$ cat src/rtl/agu_pkg.sv
`timescale 1ns/1ps
package agu_pkg;
    typedef enum logic [2:0] {
        AM_UIMM   = 3'd0,
        AM_SIMM   = 3'd1,
        AM_REG    = 3'd2,
        AM_PRE    = 3'd3,
        AM_POST   = 3'd4,
        AM_PCNEAR = 3'd5,
        AM_PCPAGE = 3'd6,
        AM_RSVD   = 3'd7
    } amode_e;

    typedef enum logic [1:0] {
        EX_LSL  = 2'd0,
        EX_UXTW = 2'd1,
        EX_SXTW = 2'd2,
        EX_SXTX = 2'd3
    } ext_e;

    function automatic logic is_pc_mode(input amode_e m);
        return (m == AM_PCNEAR) || (m == AM_PCPAGE);
    endfunction

    function automatic logic is_imm_mode(input amode_e m);
        return (m == AM_UIMM) || (m == AM_SIMM) || (m == AM_PRE) || (m == AM_POST);
    endfunction
endpackage

$ cat src/rtl/agu_offset.sv
`timescale 1ns/1ps
// Offset former: immediate or extended/scaled index, chosen by mode.
module agu_offset
    import agu_pkg::*;
#(
    parameter int AW    = 64,
    parameter int IMMW  = 21,
    parameter int UIMMW = 12,
    parameter int SIMMW = 9,
    parameter int PIMMW = 7,
    parameter int SZW   = 3
) (
    input  amode_e          mode,
    input  ext_e            ext_sel,
    input  logic            shift_en,
    input  logic [SZW-1:0]  size_log2,
    input  logic            pair,
    input  logic [IMMW-1:0] imm,
    input  logic [AW-1:0]   index,
    output logic [AW-1:0]   offset
);
    localparam int HALF = 32;

    logic [AW-1:0] uimm_x, simm_x, pimm_x, idx_x;

    always_comb begin
        uimm_x = {{(AW-UIMMW){1'b0}}, imm[UIMMW-1:0]};
        simm_x = {{(AW-SIMMW){imm[SIMMW-1]}}, imm[SIMMW-1:0]};
        pimm_x = {{(AW-PIMMW){imm[PIMMW-1]}}, imm[PIMMW-1:0]};
        unique case (ext_sel)
            EX_UXTW: idx_x = {{(AW-HALF){1'b0}}, index[HALF-1:0]};
            EX_SXTW: idx_x = {{(AW-HALF){index[HALF-1]}}, index[HALF-1:0]};
            default: idx_x = index;
        endcase

        if (pair && is_imm_mode(mode)) begin
            offset = pimm_x << size_log2;
        end else begin
            unique case (mode)
                AM_UIMM: offset = uimm_x << size_log2;
                AM_SIMM, AM_PRE, AM_POST: offset = simm_x;
                AM_REG:  offset = shift_en ? (idx_x << size_log2) : idx_x;
                default: offset = '0;
            endcase
        end
    end
endmodule

$ cat src/rtl/agu_sp_check.sv
`timescale 1ns/1ps
// Stack-pointer alignment guard at the least privileged level.
module agu_sp_check
    import agu_pkg::*;
#(
    parameter int ALIGN_BITS = 4,
    parameter int PLW        = 2
) (
    input  amode_e                mode,
    input  logic                  base_is_sp,
    input  logic [PLW-1:0]        priv_level,
    input  logic [ALIGN_BITS-1:0] base_lo,
    output logic                  fault
);
    always_comb begin
        fault = base_is_sp && (priv_level == '0) && (base_lo != '0) && !is_pc_mode(mode);
    end
endmodule

$ cat src/rtl/agu_top.sv
`timescale 1ns/1ps
module agu_top
    import agu_pkg::*;
#(
    parameter int AW      = 64,
    parameter int IMMW    = 21,
    parameter int SZW     = 3,
    parameter int PLW     = 2,
    parameter int PAGE_SH = 12
) (
    input  logic            clk,
    input  logic            rst_n,
    input  logic            req_valid,
    input  logic [2:0]      mode,
    input  logic [1:0]      ext_sel,
    input  logic            shift_en,
    input  logic [SZW-1:0]  size_log2,
    input  logic            pair,
    input  logic [IMMW-1:0] imm,
    input  logic [AW-1:0]   base,
    input  logic [AW-1:0]   index,
    input  logic [AW-1:0]   pc,
    input  logic            base_is_sp,
    input  logic [PLW-1:0]  priv_level,
    output logic            out_valid,
    output logic [AW-1:0]   eff_addr,
    output logic [AW-1:0]   pair_addr,
    output logic            wb_en,
    output logic [AW-1:0]   wb_value,
    output logic            align_fault
);
    localparam int ALIGN_BITS = 4;

    typedef struct packed {
        logic          vld;
        logic [AW-1:0] ea;
        logic [AW-1:0] ea2;
        logic          wbe;
        logic [AW-1:0] wbv;
        logic          flt;
    } res_t;

    res_t    res_d, res_q;
    amode_e  m;
    ext_e    ex;
    logic [AW-1:0] off, sum, pc_simm, step;
    logic    sp_flt, wants_wb;

    assign m  = amode_e'(mode);
    assign ex = ext_e'(ext_sel);

    agu_offset #(.AW(AW), .IMMW(IMMW), .SZW(SZW)) u_off (
        .mode(m), .ext_sel(ex), .shift_en(shift_en), .size_log2(size_log2),
        .pair(pair), .imm(imm), .index(index), .offset(off)
    );

    agu_sp_check #(.ALIGN_BITS(ALIGN_BITS), .PLW(PLW)) u_sp (
        .mode(m), .base_is_sp(base_is_sp), .priv_level(priv_level),
        .base_lo(base[ALIGN_BITS-1:0]), .fault(sp_flt)
    );

    always_comb begin
        res_d    = '0;
        sum      = base + off;
        pc_simm  = {{(AW-IMMW){imm[IMMW-1]}}, imm};
        step     = {{(AW-1){1'b0}}, 1'b1} << size_log2;
        wants_wb = 1'b0;
        if (req_valid) begin
            res_d.vld = 1'b1;
            unique case (m)
                AM_PRE:    begin res_d.ea = sum;  res_d.wbv = sum; wants_wb = 1'b1; end
                AM_POST:   begin res_d.ea = base; res_d.wbv = sum; wants_wb = 1'b1; end
                AM_PCNEAR: res_d.ea = pc + pc_simm;
                AM_PCPAGE: res_d.ea = {pc[AW-1:PAGE_SH], {PAGE_SH{1'b0}}} + (pc_simm << PAGE_SH);
                AM_RSVD:   res_d.ea = base;
                default:   res_d.ea = sum;
            endcase
            if (pair && !is_pc_mode(m)) res_d.ea2 = res_d.ea + step;
            res_d.flt = sp_flt;
            res_d.wbe = wants_wb && !sp_flt;
        end
    end

    always_ff @(posedge clk) begin
        if (!rst_n) res_q <= '0;
        else        res_q <= res_d;
    end

    assign out_valid   = res_q.vld;
    assign eff_addr    = res_q.ea;
    assign pair_addr   = res_q.ea2;
    assign wb_en       = res_q.wbe;
    assign wb_value    = res_q.wbv;
    assign align_fault = res_q.flt;
endmodule

$ cat config.mk
export PLATFORM = sky130hd
export DESIGN_NAME = agu_top
export DESIGN_NICKNAME = d
export VERILOG_FILES = /design/src/rtl/agu_pkg.sv /design/src/rtl/agu_offset.sv /design/src/rtl/agu_sp_check.sv /design/src/rtl/agu_top.sv
export SDC_FILE = /design/constraint.sdc
export NUM_CORES = 1
export LEC_CHECK = 0
export BUFFER_PORTS_ARGS = -buffer_cell sky130_fd_sc_hd__buf_4
export CAP_MARGIN = 20
export CORE_MARGIN = 5
export CORE_UTILIZATION = 30
export DETAILED_ROUTE_END_ITERATION = 8
export HOLD_SLACK_MARGIN = 0.05
export PLACE_DENSITY = 0.54
export SYNTH_ARGS = -nofsm -noshare
export SYNTH_HDL_FRONTEND = slang
export SYNTH_SLANG_ARGS = --single-unit
$ cat constraint.sdc
create_clock -name clk -period 8.05 [get_ports clk]
set_input_delay 0.805 -clock clk [delete_from_list [all_inputs] [get_ports clk]]
set_output_delay 0.805 -clock clk [all_outputs]
set_load 0.1 [all_outputs]
## Word-level counts from Yosys, hierarchy flattened

Cells that the tools add are included.

- Register bits after elaboration: 195
- RAM bits: 0
- Memory bits (read-only): 0
- Bits in latches: 0
- Input bits: 229
- Output and inout bits: 195
- Logic and storage cells: 55
- Memories: 0

- Eq/ne operators: 9
- Multiply operators: 0
- Muxes and demuxes: 11
- Add/subtract/negate cells: 4
- Bitwise operators: 0
- Shift-type cells: 4
- Div/mod/pow operators: 0
- $lt $le $gt $ge: 0
- Reduce and logical (&&, ||, !) cells: 21

Operators with widths:

| kind | count |
|---|---|
| 64-bit one-hot mux with 3 select lines | 2 |
| 64-bit 2-to-1 mux | 5 |
| 64-bit adder | 4 |
| 195-bit 2-to-1 mux | 1 |
| 64-bit one-hot mux with 2 select lines | 1 |
| 64-bit by 3-bit left shift with 64-bit output | 2 |
| 1-bit by 3-bit left shift with 64-bit output, first input constant | 1 |
| 12-bit by 3-bit left shift with 64-bit output | 1 |
| 3-bit == test, second input constant | 4 |
| 3-bit by 2-bit == test with 1-bit output, second input constant | 2 |
| 1-bit logical AND | 6 |
| 3-bit AND reduction | 2 |
| 1-bit logical OR | 4 |
| 4-bit nonzero test | 1 |
| 2-bit OR reduction | 2 |
| 3-bit by 1-bit == test with 1-bit output, second input constant | 1 |
| 3-bit zero test | 1 |
| 3-bit OR reduction | 1 |
| 2-bit by 1-bit == test with 1-bit output, second input constant | 1 |
| 2-bit == test, second input constant | 1 |
| 1-bit zero test | 2 |
| 2-bit zero test | 1 |
| 1-bit 2-to-1 mux | 2 |
| 2-bit AND reduction | 1 |

## Longest topological paths before layout

- Word-level depth: 12
- Mapped depth: 33
- Depth with buffers taken out: 28

## Modules after synthesis

A second synthesis with hierarchy kept.

- Cells, all modules: 3,443
- Area total of the unflattened synthesis: 25,085.3 um^2

Modules (own cells, without submodules):

| module | area an instance (um^2) | times used | sequential area each (um^2) | cells each |
|---|---|---|---|---|
| agu_top | 20,825.0 | 1 | 3,903.7 | 2,884 |
| agu_offset | 4,224.1 | 1 | 0.0 | 555 |
| agu_sp_check | 36.3 | 1 | 0.0 | 4 |

## Worst setup path before layout

No wires, ideal clock.

- Path type: input -> register
- From: in mode[2]
- To: reg res_q (netlist bit pair_addr[44])
- Path buffers: 11
- Setup slack: 0.668 ns
- Stages on the path: 30
- Required time: 7.932 ns
- Setup time: 0.118 ns
- Arrival time: 7.264 ns
- Cells stage by stage: clkbuf_1 > buf_2 > buf_2 > clkbuf_1 > buf_1 > buf_2 > buf_1 > clkbuf_1 > buf_1 > o22ai_1 > a21oi_1 > o21ai_0 > fa_1 > a21o_1 > a21oi_1 > xor2_1 > o21ai_0 > ha_1 > a21boi_0 > o21ai_0 > nand2b_1 > a31oi_1 > or3_1 > clkbuf_1 > nor4_2 > nand3_2 > or2_0 > clkbuf_1 > or4_1 > mux2i_1

- Longest elaborated chain between the ends: 10
- Elaborated cells on any way between the ends: 24
- Those cells by class: add/sub: 2; eq/ne: 7; mux: 4; reduce/logical: 11

RTL lines:

| element | RTL line | text |
|---|---|---|
| start, declared | agu_top.sv:14 | `input logic [2:0] mode,` |
| parallel branches: the longest is 10 deep, another holds 64-bit adder | n/a |  |
| end signal, assigned | agu_top.sv:86 | `else res_q <= res_d;` |
| end, declared | agu_top.sv:43 | `res_t res_d, res_q;` |

Several ways; the timed one is not identified. The select of a mux whose other input is x is not followed.
A chain may end at the register's enable or synchronous reset.

## Worst setup path after layout

- From: in ext_sel[0]
- To: reg res_q (netlist bit pair_addr[60])

- Longest elaborated chain between the ends: 10
- Elaborated cells on any way between the ends: 11
- Those cells by class: add/sub: 2; eq/ne: 2; shift: 1; mux: 6

RTL lines:

| element | RTL line | text |
|---|---|---|
| start, declared | agu_top.sv:15 | `input logic [1:0] ext_sel,` |
| 2-bit == test or 2-bit by 1-bit == test with 1-bit output (tied branches) | agu_offset.sv:30 | `unique case (ext_sel)` |
| 64-bit one-hot mux with 2 select lines (*) | agu_offset.sv:30 |  |
| 64-bit by 3-bit left shift with 64-bit output | agu_offset.sv:42 | `AM_REG: offset = shift_en ? (idx_x << size_log2) : idx_x;` |
| 64-bit 2-to-1 mux (*) | agu_offset.sv:42 |  |
| 64-bit one-hot mux with 3 select lines (*) | agu_offset.sv:39 | `unique case (mode)` |
| 64-bit 2-to-1 mux (*) | agu_offset.sv:36 | `if (pair && is_imm_mode(mode)) begin` |
| 64-bit adder (*) | agu_top.sv:64 | `sum = base + off;` |
| 64-bit one-hot mux with 3 select lines (*) | agu_top.sv:70 | `unique case (m)` |
| 64-bit 2-to-1 mux (*) | agu_top.sv:68 | `if (req_valid) begin` |
| 64-bit adder (*) | agu_top.sv:78 | `if (pair && !is_pc_mode(m)) res_d.ea2 = res_d.ea + step;` |

Mark *: on every way between the ends. The rest lies on a longest branch, timed or not. The select of a mux whose other input is x is not followed.

==> impl_metrics.json <==
{
  "fillers": 8945,
  "clockPowerShare": 0.190,
  "portBuffers": 423,
  "cp.required_ns": 8.43,
  "post-route-period-util": 0.898,
  "die_h_um": 297,
  "cp_slowest_cell": "and2_1",
  "fmax_mhz": 138,
  "die_area_um2": 88000,
  "worst_pin_slew_ns": 1.20,
  "synth_area_leaders": "dfxtp_1, ha_1, a21oi_1",
  "p_sw_uw": 2330,
  "nets": 4142,
  "preCtsSetupSlack_ns": 0.612,
  "post_cts_buffers": 0,
  "area_growth_pct": 19.0,
  "critPathKind": "primary input to flip-flop",
  "cts_buffers": 17,
  "start_kind": "primary input",
  "antenna_found_initial": 20,
  "firstDrtPassIters": 7,
  "cts_buffer_depth": 2,
  "ios": 424,
  "tns_ns": 0,
  "maxSlewViolCount": 0,
  "synth_flop_cell": "dfxtp_1",
  "drc_errors": 0,
  "multi_input_area_um2": 19500,
  "vias": 29377,
  "yosysUniqueCellTypes": 108,
  "track_usage": 0.287,
  "critPathArrivalTime_ns": 7.61,
  "hold_class": "primary input to flip-flop",
  "cts_resized": 0,
  "setup-violations-final": 0,
  "wl_per_cell_um": 27.5,
  "relSlewSlack": 0.196,
  "grt_pass1_wl_mm": 188,
  "synth_nets": 3886,
  "synthCells": 3497,
  "grt_max_degree": 69,
  "p_leak_uw": 0.0120,
  "clockRootBuffer": "clkbuf_16",
  "cts_tree": "built",
  "core_area_um2": 81700,
  "path_delay_family": "compound AO/OA/AOI/OAI gates",
  "status": "finished, final reports clean",
  "power.density_nw_per_um2": 156,
  "ys_ff_latch": 195,
  "hold_viol": 0,
  "grt_setup_unrepaired": "no",
  "post_synth.cell_area_avg_um2": 7.05,
  "intPower_uw": 2240,
  "wirelength_mm": 133,
  "p_sw_frac": 0.509,
  "regArea_um2": 3900,
  "synth.top_cell.area_share": 0.158,
  "worst_path_largest_cell_delay_ns": 0.57,
  "synthArstFlopShare": 0,
  "yosys_warnings": 0,
  "synth_top_area_cell": "dfxtp_1",
  "endpoint_kind": "flip-flop",
  "hold_buffers": 0,
  "place.gp.congestion": 1.05,
  "syn_area_um2": 24600,
  "layout-drive-gt1-share": 0.176,
  "finalCriticalPeriod_ns": 7.23,
  "setup_slack_ns": 0.817,
  "whs_ns": 0.630,
  "cts_sinks": 195,
  "pwr-share-comb": 0.585,
  "clkTransAtPathRegs_ns": 0.08,
  "start_util": 0.302,
  "grt_pass1_vias": 27889,
  "synth_edf_count": 0,
  "ant_nets": 0,
  "worstPathMaxFanout": 20,
  "drv_cap": 0,
  "critPathBufInv": 2,
  "h-tree-depth": 4,
  "ys_seq_area_frac": 0.158,
  "die_width_um": 297,
  "max-vdd-ir-drop_mv": 0.159,
  "grt_overflow": 0,
  "seqPwrFrac": 0.226,
  "rows": 105,
  "vias_per_cell": 6.06,
  "hpwl_mm": 112,
  "first_iter_violations": 3213
}
==> power groups by stage <==
stage                     clock [µW]  sequential [µW]  combinational (µW)
after global routing             929             1030                2810
after floorplan                    0             1400                1380
after global placement             0             1050                2610
final                            866             1030                2670
after detailed placement           0             1050                2610
after CTS                        884             1030                2620
==> cell families after synthesis <==
group,after synthesis,synth area share
xor+xnor,134,0.0476
compound gates,1229,0.323
simple gates,1304,0.256
mux,172,0.0815
buf+inv,303,0.0504
fa+ha+maj,160,0.0825
flops,195,0.158
==> final cells by class <==
cell class                      count  share of cell area
Tap cell                         1070              0.0457
Clock buffer                       17              0.0145
Multi-Input combinational cell   2999               0.667
Clock inverter                     15             0.00615
Sequential cell                   195               0.133
Antenna cell                       12             0.00102
Timing Repair Buffer              495               0.127
Inverter                           45             0.00576
==> per-stage QoR <==
stage          area [µm²]  utilization  instances  total power, µW
5_1_grt             29300        0.358       4837             4780
3_5_place_dp        28700        0.351       4804             3660
2_1_floorplan       24600            -       3497             2780
4_1_cts             29300        0.358       4836             4540
3_3_place_gp        28700        0.351       4804             3670
6_report            29300        0.359       4848             4560
==> worst min-delay path: cells and delay by family <==
| kind | cells | cell delay, ns |
|---|---|---|
| AND/OR/NAND/NOR | 2 | 0.12 |
| buffers and inverters | 1 | 0.11 |
==> cell usage after synthesis, types with 65 or more instances <==
master	n
a21oi_1	379
nand2_1	374
nor2_1	372
o21ai_0	261
dfxtp_1	195
ha_1	156
clkbuf_1	151
mux2i_1	123
nand4_1	97
nor3_1	96
a21o_1	75
nand3_1	72
xnor2_1	69
xor2_1	65
==> state kept, by name, indices dropped and copies added, names as in the netlist <==
name,flops
eff_addr,64
out_valid,1
align_fault,1
pair_addr,64
wb_value,64
wb_en,1
==> cell usage in the layout (no fill, tap or decap), types with 28 or more instances in the layout <==
cell type,count
xor2_1,65
nor4_1,32
a21oi_1,379
ha_1,156
nand3_1,71
o21ai_0,260
nor2b_1,48
mux2i_1,123
o31ai_1,30
dfxtp_1,195
nor3_1,96
o211ai_1,46
inv_1,42
nand4_1,97
xnor2_1,68
a31oi_1,33
o21ai_1,28
o21a_1,44
a221oi_1,29
or3_1,29
nor2_1,369
a21o_1,75
nand2_1,373
a211oi_1,52
and2_1,33
buf_4,494
mux2_2,28
==> path summary, 6_finish.rpt <==
check / from / end / slack, ns / depth (start not counted)
max: ext_sel[0] / pair_addr[60] / 0.82 / 25
min: base_is_sp / align_fault / 0.63 / 3
==> per-layer routing <==
| layer | GRT usage | share of wire | vias up |
|---|---|---|---|
| met5 | 0 | 0.00080 | - |
| met4 | 0.158 | 0.067 | 16 |
| met3 | 0.0505 | 0.082 | 267 |
| li1 | - | - | 13658 |
| met1 | 0.357 | 0.39 | 13969 |
| met2 | 0.472 | 0.46 | 1467 |
Power figures use the tool's default switching activity.
